--- config.mk ---
export PLATFORM = sky130hd
export DESIGN_NAME = dbg_exc_gate
export DESIGN_NICKNAME = d
export VERILOG_FILES = /design/src/rtl/dbg_gate_pkg.sv /design/src/rtl/dbg_cause_merge.sv /design/src/rtl/dbg_ctl_regs.sv /design/src/rtl/dbg_irq_gate.sv /design/src/rtl/dbg_exc_gate.sv
export SDC_FILE = /design/constraint.sdc
export NUM_CORES = 1
export LEC_CHECK = 0
export ABC_AREA = 1
export BUFFER_PORTS_ARGS = -buffer_cell sky130_fd_sc_hd__buf_2
export CAP_MARGIN = 10
export CORE_MARGIN = 1.5
export CORE_UTILIZATION = 25
export DETAILED_ROUTE_END_ITERATION = 7
export PLACE_DENSITY = 0.84
export SLEW_MARGIN = 20
export SYNTH_ARGS = -nofsm -noshare
export SYNTH_HDL_FRONTEND = slang
export SYNTH_SLANG_ARGS = --single-unit
--- constraint.sdc ---
create_clock -name clk -period 0.8 [get_ports clk]
set_input_delay 0.04 -clock clk [delete_from_list [all_inputs] [get_ports clk]]
set_output_delay 0.04 -clock clk [all_outputs]
set_load 0.01 [all_outputs]
--- src/rtl/dbg_gate_pkg.sv ---
package dbg_gate_pkg;
    localparam int NCAUSE = 5;
    localparam int NLINE  = 2;

    // cause bit positions inside the merged code
    localparam int C_STEP = 0;
    localparam int C_IBRK = 1;
    localparam int C_DBRK = 2;
    localparam int C_BKPT = 3;
    localparam int C_DINT = 4;

    typedef logic [NCAUSE-1:0] cause_t;

    typedef struct packed {
        logic   vld;
        cause_t code;
    } exc_t;

    typedef struct packed {
        logic             halt;
        logic [NLINE-1:0] line_en;
    } ctl_t;
endpackage

--- src/rtl/dbg_cause_merge.sv ---
module dbg_cause_merge
    import dbg_gate_pkg::*;
(
    input  logic   clk,
    input  logic   rst_n,
    input  cause_t evt,
    output cause_t code,
    output logic   vld
);
    cause_t weighted [NCAUSE];
    exc_t   st_d, st_q;

    // each source contributes its own one-hot weight
    for (genvar i = 0; i < NCAUSE; i++) begin : g_weight
        assign weighted[i] = evt[i] ? cause_t'(1) << i : '0;
    end

    always_comb begin
        cause_t acc;
        acc = '0;
        for (int i = 0; i < NCAUSE; i++) begin
            acc = acc | weighted[i];
        end
        st_d.code = acc;
        st_d.vld  = |evt;
    end

    always_ff @(posedge clk or negedge rst_n) begin
        if (!rst_n) st_q <= '0;
        else        st_q <= st_d;
    end

    assign code = st_q.code;
    assign vld  = st_q.vld;
endmodule

--- src/rtl/dbg_ctl_regs.sv ---
module dbg_ctl_regs
    import dbg_gate_pkg::*;
#(
    parameter int               ADDR_W   = 12,
    parameter int               DATA_W   = 32,
    parameter logic [ADDR_W-1:0] CTL_ADDR = 12'h800,
    parameter int               IEN_BIT  = 4,
    parameter int               NEN_BIT  = 3,
    parameter int               HALT_BIT = 14
) (
    input  logic              clk,
    input  logic              rst_n,
    input  logic              we,
    input  logic [ADDR_W-1:0] addr,
    input  logic [DATA_W-1:0] wdata,
    input  logic              halt_in,
    output ctl_t              ctl,
    output logic [DATA_W-1:0] rdata
);
    localparam int EN_POS [NLINE] = '{IEN_BIT, NEN_BIT};

    ctl_t st_d, st_q;
    logic hit;

    assign hit = (addr == CTL_ADDR);

    always_comb begin
        st_d      = st_q;
        st_d.halt = halt_in;
        if (we && hit) begin
            for (int i = 0; i < NLINE; i++) begin
                st_d.line_en[i] = wdata[EN_POS[i]];
            end
        end
    end

    always_ff @(posedge clk or negedge rst_n) begin
        if (!rst_n) begin
            st_q.halt    <= 1'b0;
            st_q.line_en <= '1;
        end else begin
            st_q <= st_d;
        end
    end

    always_comb begin
        rdata = '0;
        if (hit) begin
            rdata[HALT_BIT] = st_q.halt;
            for (int i = 0; i < NLINE; i++) begin
                rdata[EN_POS[i]] = st_q.line_en[i];
            end
        end
    end

    assign ctl = st_q;
endmodule

--- src/rtl/dbg_irq_gate.sv ---
module dbg_irq_gate
    import dbg_gate_pkg::*;
(
    input  logic [NLINE-1:0] line_in,
    input  logic [NLINE-1:0] line_en,
    output logic [NLINE-1:0] line_out
);
    for (genvar i = 0; i < NLINE; i++) begin : g_line
        assign line_out[i] = line_in[i] & line_en[i];
    end
endmodule

--- src/rtl/dbg_exc_gate.sv ---
module dbg_exc_gate
    import dbg_gate_pkg::*;
#(
    parameter int               ADDR_W   = 12,
    parameter int               DATA_W   = 32,
    parameter logic [ADDR_W-1:0] CTL_ADDR = 12'h800
) (
    input  logic              clk,
    input  logic              rst_n,
    input  logic              step_evt,
    input  logic              ibrk_evt,
    input  logic              dbrk_evt,
    input  logic              bkpt_evt,
    input  logic              dint_evt,
    input  logic              halt_in,
    input  logic              irq_in,
    input  logic              nmi_in,
    input  logic              cfg_we,
    input  logic [ADDR_W-1:0] cfg_addr,
    input  logic [DATA_W-1:0] cfg_wdata,
    output logic [DATA_W-1:0] cfg_rdata,
    output logic [NCAUSE-1:0] exc_code,
    output logic              exc_valid,
    output logic              irq_out,
    output logic              nmi_out
);
    cause_t           evt;
    ctl_t             ctl;
    logic [NLINE-1:0] line_in, line_out;

    always_comb begin
        evt         = '0;
        evt[C_STEP] = step_evt;
        evt[C_IBRK] = ibrk_evt;
        evt[C_DBRK] = dbrk_evt;
        evt[C_BKPT] = bkpt_evt;
        evt[C_DINT] = dint_evt;
    end

    dbg_cause_merge u_merge (
        .clk  (clk),
        .rst_n(rst_n),
        .evt  (evt),
        .code (exc_code),
        .vld  (exc_valid)
    );

    dbg_ctl_regs #(
        .ADDR_W  (ADDR_W),
        .DATA_W  (DATA_W),
        .CTL_ADDR(CTL_ADDR)
    ) u_regs (
        .clk    (clk),
        .rst_n  (rst_n),
        .we     (cfg_we),
        .addr   (cfg_addr),
        .wdata  (cfg_wdata),
        .halt_in(halt_in),
        .ctl    (ctl),
        .rdata  (cfg_rdata)
    );

    assign line_in = {nmi_in, irq_in};

    dbg_irq_gate u_gate (
        .line_in (line_in),
        .line_en (ctl.line_en),
        .line_out(line_out)
    );

    assign irq_out = line_out[0];
    assign nmi_out = line_out[1];
endmodule

### After elaboration in Yosys (flattened, before gate mapping)

Cells that the tools add are included.

| storage, ports and cells | value |
|---|---|
| ROM bits | 0 |
| word-level logic and storage cells | 20 |
| memory bits (writable) | 0 |
| bits in latches | 0 |
| register bits after elaboration | 9 |
| memories | 0 |

| cells by class | value |
|---|---|
| shift-type cells | 0 |
| order comparisons | 0 |
| divide/modulo/power cells | 0 |
| muxes and demuxes | 7 |
| bitwise operators | 6 |
| $mul | 0 |
| reduce and logical (&&, ||, !) cells | 2 |
| add/sub/neg operators | 0 |
| eq/ne operators | 1 |

Operators by type and width:

| operator | count |
|---|---|
| $or 5x5->5 | 4 |
| $eq 12x12->1 const B | 1 |
| $mux 5 | 1 |
| $reduce_or 5->1 | 1 |
| $mux 2 | 2 |
| $mux 4 | 1 |
| $mux 3 | 1 |
| $and 1x1->1 | 2 |
| $mux 1 | 2 |
| $logic_and 1x1->1 | 1 |

### Longest topological paths before layout

| logic depth | value |
|---|---|
| word-level depth | 5 |
| mapped depth | 6 |
| mapped depth without buffers | 6 |

### Hierarchy

A second synthesis with hierarchy kept.

| second synthesis, totals | value |
|---|---|
| cells, all modules | 75 |
| area total of the unflattened synthesis | 633.1 um2 |

By module, submodules not included:

| module | cells each | area an instance (um2) | sequential area each (um2) | instances |
|---|---|---|---|---|
| dbg_ctl_regs | 61 | 451.7 | 77.6 | 1 |
| dbg_cause_merge | 10 | 166.4 | 150.1 | 1 |
| dbg_irq_gate | 4 | 15.0 | 0.0 | 1 |

### Least setup slack after synthesis

No wires, ideal clock.

| timing path | value |
|---|---|
| path kind | reg-to-output |
| start point | register u_regs.ctl[1] (netlist name) |
| end point | output cfg_rdata[3] |
| cell stages (with the launch flop) | 3 |
| setup slack | 0.040 ns |
| data arrival time | 0.720 ns |
| data required time | 0.760 ns |
| buffers on the path | 0 |
| path through | dfstp_2 > inv_1 > nor2_1 |

| between the ends | value |
|---|---|
| word-level cells in the longest chain between the ends | 1 |

Ends and longest elaborated chain:

| item | line | text |
|---|---|---|
| $mux 2 | dbg_ctl_regs.sv:48 | `if (hit) begin` |
| end, declared | dbg_exc_gate.sv:21 | `output logic [DATA_W-1:0] cfg_rdata,` |

No other way between the ends.

### Final worst setup path

| timing path | value |
|---|---|
| start point | register u_regs.ctl[1] (netlist name) |
| end point | output cfg_rdata[3] |

| between the ends | value |
|---|---|
| word-level cells in the longest chain between the ends | 1 |

Ends and longest elaborated chain:

| item | line |
|---|---|
| $mux 2 | dbg_ctl_regs.sv:48 |

No other way between the ends.

==> results.toml <==
[hold_path]
hold_path_class = "primary input to register"
whs_path_depth = 3

[sta]
setup_viol_count_final = 5
clock_skew_ps = 0
setup_ws_ps = -278.4
min_period_ps = 1078
maxSlewViolCount = 0
fmax_mhz = 927.3
finalHoldViolCount = 0
finalSetupTns_ps = -1072
fin_crit_sh = 1.348
rsz0062_at_grt = "true"

[cts]
clk-insertion-delay-late_ps = 240
numCtsBuffers = 3
clkSinkCount = 9
clk_path_buf_depth = 2
cts_tree = "done"
cts_root_buf = "clkbuf_4"
clk_pin_slew_ps = 50
cts_setup_buffers = 0
cts_max_level = 1

[routing]
firstDrtPassIters = 2
vias_per_cell = 3.443
finalWirelength_um = 1166
routedWlPerCell_um = 7.826
vias = 513
final_antenna_net_count = 0
drc_errors = 0
drt-initial-drc-count = 1

[cells_and_area]
fin_cells = 149
fin_area_um2 = 835.8
diodes = 0
multi_input_area_um2 = 259.0
finalNetCount = 177
layout-drive-gt1-share = 0.3967
seqCellArea_um2 = 227.7
fillers = 241
areaGrowthSynthToFinish_pct = 36.61

[pwr]
power_density_nw_per_um2 = 1206
peakVddDrop_uv = 560.8
power.total_mw = 1.008
power_leakage_nw = 0.4725

[logic_synthesis]
yosysTopAreaCellShare = 0.3558
muxShareOfSynthArea = 0
yosysUniqueCellTypes = 12
yosys.area_share.simple = 0.2168
yosys_register_bits = 9
ys_warn_count = 0
synth_top_family_by_area = "buffers and inverters"
synth_top_cell_by_area = "buf_4"
synth_area_per_cell_um2 = 8.050
synth_ff_type = "dfrtp_1"
ys_top_cells_by_area = "buf_4 (36%), dfrtp_1 (29%), dfstp_2 (8.6%)"
synth_most_common_cell = "buf_4"
synth_compound_area_frac = 0
netlist_instances = 76
synth-xor-area-share = 0
synth_edf_count = 0
synth_adder_area_share = 0
netlist_top_cells_count = "buf_4 (29), nand2_1 (12), inv_1 (8), nor2_1 (8), dfrtp_1 (7)"
synth_area_um2 = 611.8
synthArstFlopShare = 1.000
ys_seq_area_frac = 0.3722

[grt]
antenna_found_initial = 0
grtUsageTotal = 0.08743
grt_max_degree = 10
grt_pass1_vias = 436
grt_overflow = 0
grt_pass1_wl_um = 1759

[setup_path]
startpoint_type = "register"
worstPathMaxFanout = 3
critPathKind = "register to output pin"
reg2reg_depth = 2
critPathArrivalTime_ps = 1040
critPathCaptureType = "output pin"
crit_required_ps = 760

[place]
dpl-instance-area_um2 = 709.4
gp_congestion = 0.7839
pre_cts_slack_ps = -56.47
numPortBuffers = 35
dp_hpwl_um = 907.6
dp.cells = 138

[floorplanning]
num_io_pins = 95
die_h_um = 52.47
start_util = 0.2714
die_w_um = 52.47
core.rowCount = 17
die_area_um2 = 2753
core-area_um2 = 2255

[job]
drv_cap = 0

[outcome]
outcome = "finished, violations left"
violations = "negative setup slack"
-- registers in the layout, summed over array words and instances (netlist names) --
signal and flops:
u_merge.code 5, u_regs.ctl 3, u_merge.vld 1
-- layer usage --
layer  GRT usage  wire [um]  up-vias
li1            -          -      261
met1     0.07447        362      219
met2      0.1667        686       29
met3     0.02286         88        4
met4     0.06838         29        0
met5           0          0        -
-- worst paths after layout --
check                           slack [ps]     startpoint               to
worst max-delay path                  -280  u_regs.ctl[1]     cfg_rdata[3]
worst min-delay path                    20       bkpt_evt      u_merge.vld
worst max register to register         100  u_regs.ctl[0]    u_regs.ctl[0]
worst min register to register         480  u_regs.ctl[1]    u_regs.ctl[1]
max in group asynchronous              380          rst_n    u_regs.ctl[0]
min in group asynchronous              180          rst_n  u_merge.code[2]
-- power by group --
group          switching, mW  internal (mW)  leakage (nW)
clock network          0.125          0.190        0.0150
registers            0.00396          0.473        0.0995
logic                  0.129         0.0868         0.358
-- logic make-up after synthesis --
family | Yosys count
other | 1
buffers and inverters | 37
flip-flops | 9
AND/OR/NAND/NOR | 29
-- per-stage QoR --
stage,utilization,hold slack (ps)
2_1_floorplan,-,-255.6
3_3_place_gp,0.3147,-109.1
3_5_place_dp,0.3147,-110.3
4_1_cts,0.3574,22.31
5_1_grt,0.3707,25.85
6_report,0.3707,16.21
-- cell type report --
type | count | area share
multi-input combinational | 58 | 0.3099
timing repair buffer | 42 | 0.3084
sequential | 9 | 0.2725
tap | 28 | 0.04192
inverter | 8 | 0.03593
clock buffer | 4 | 0.03144
-- what timing repair did --
action,CTS,global route
pin swaps,4,3
hold buffers,7,1
endpoints found under the hold margin,16,1
setup endpoints to repair,5,10
gates resized for setup,0,7
gates cloned,0,0
-- placed cells by master, fill, tap and decap left out --
cell           Yosys  final
inv_2              0      1
inv_1              8      7
dfrtp_1            7      7
nor2_2             2      3
clkbuf_4           0      3
nor3_2             0      3
nor2_1             8      7
clkbuf_1           0      1
buf_2              0     33
conb_1             1     29
nand3b_1           1      1
nand2_1           12     12
nand4_1            2      2
dlygate4sd3_1      0      7
nand3_2            1      1
buf_6              0      2
dfstp_2            2      2
-- critical path, cell delays in order, from the launching register on --
cell and delay, ps:
dfstp_2 540, inv_1 40, nor2_1 80, buf_2 140
(Power assumes the default switching activity.)
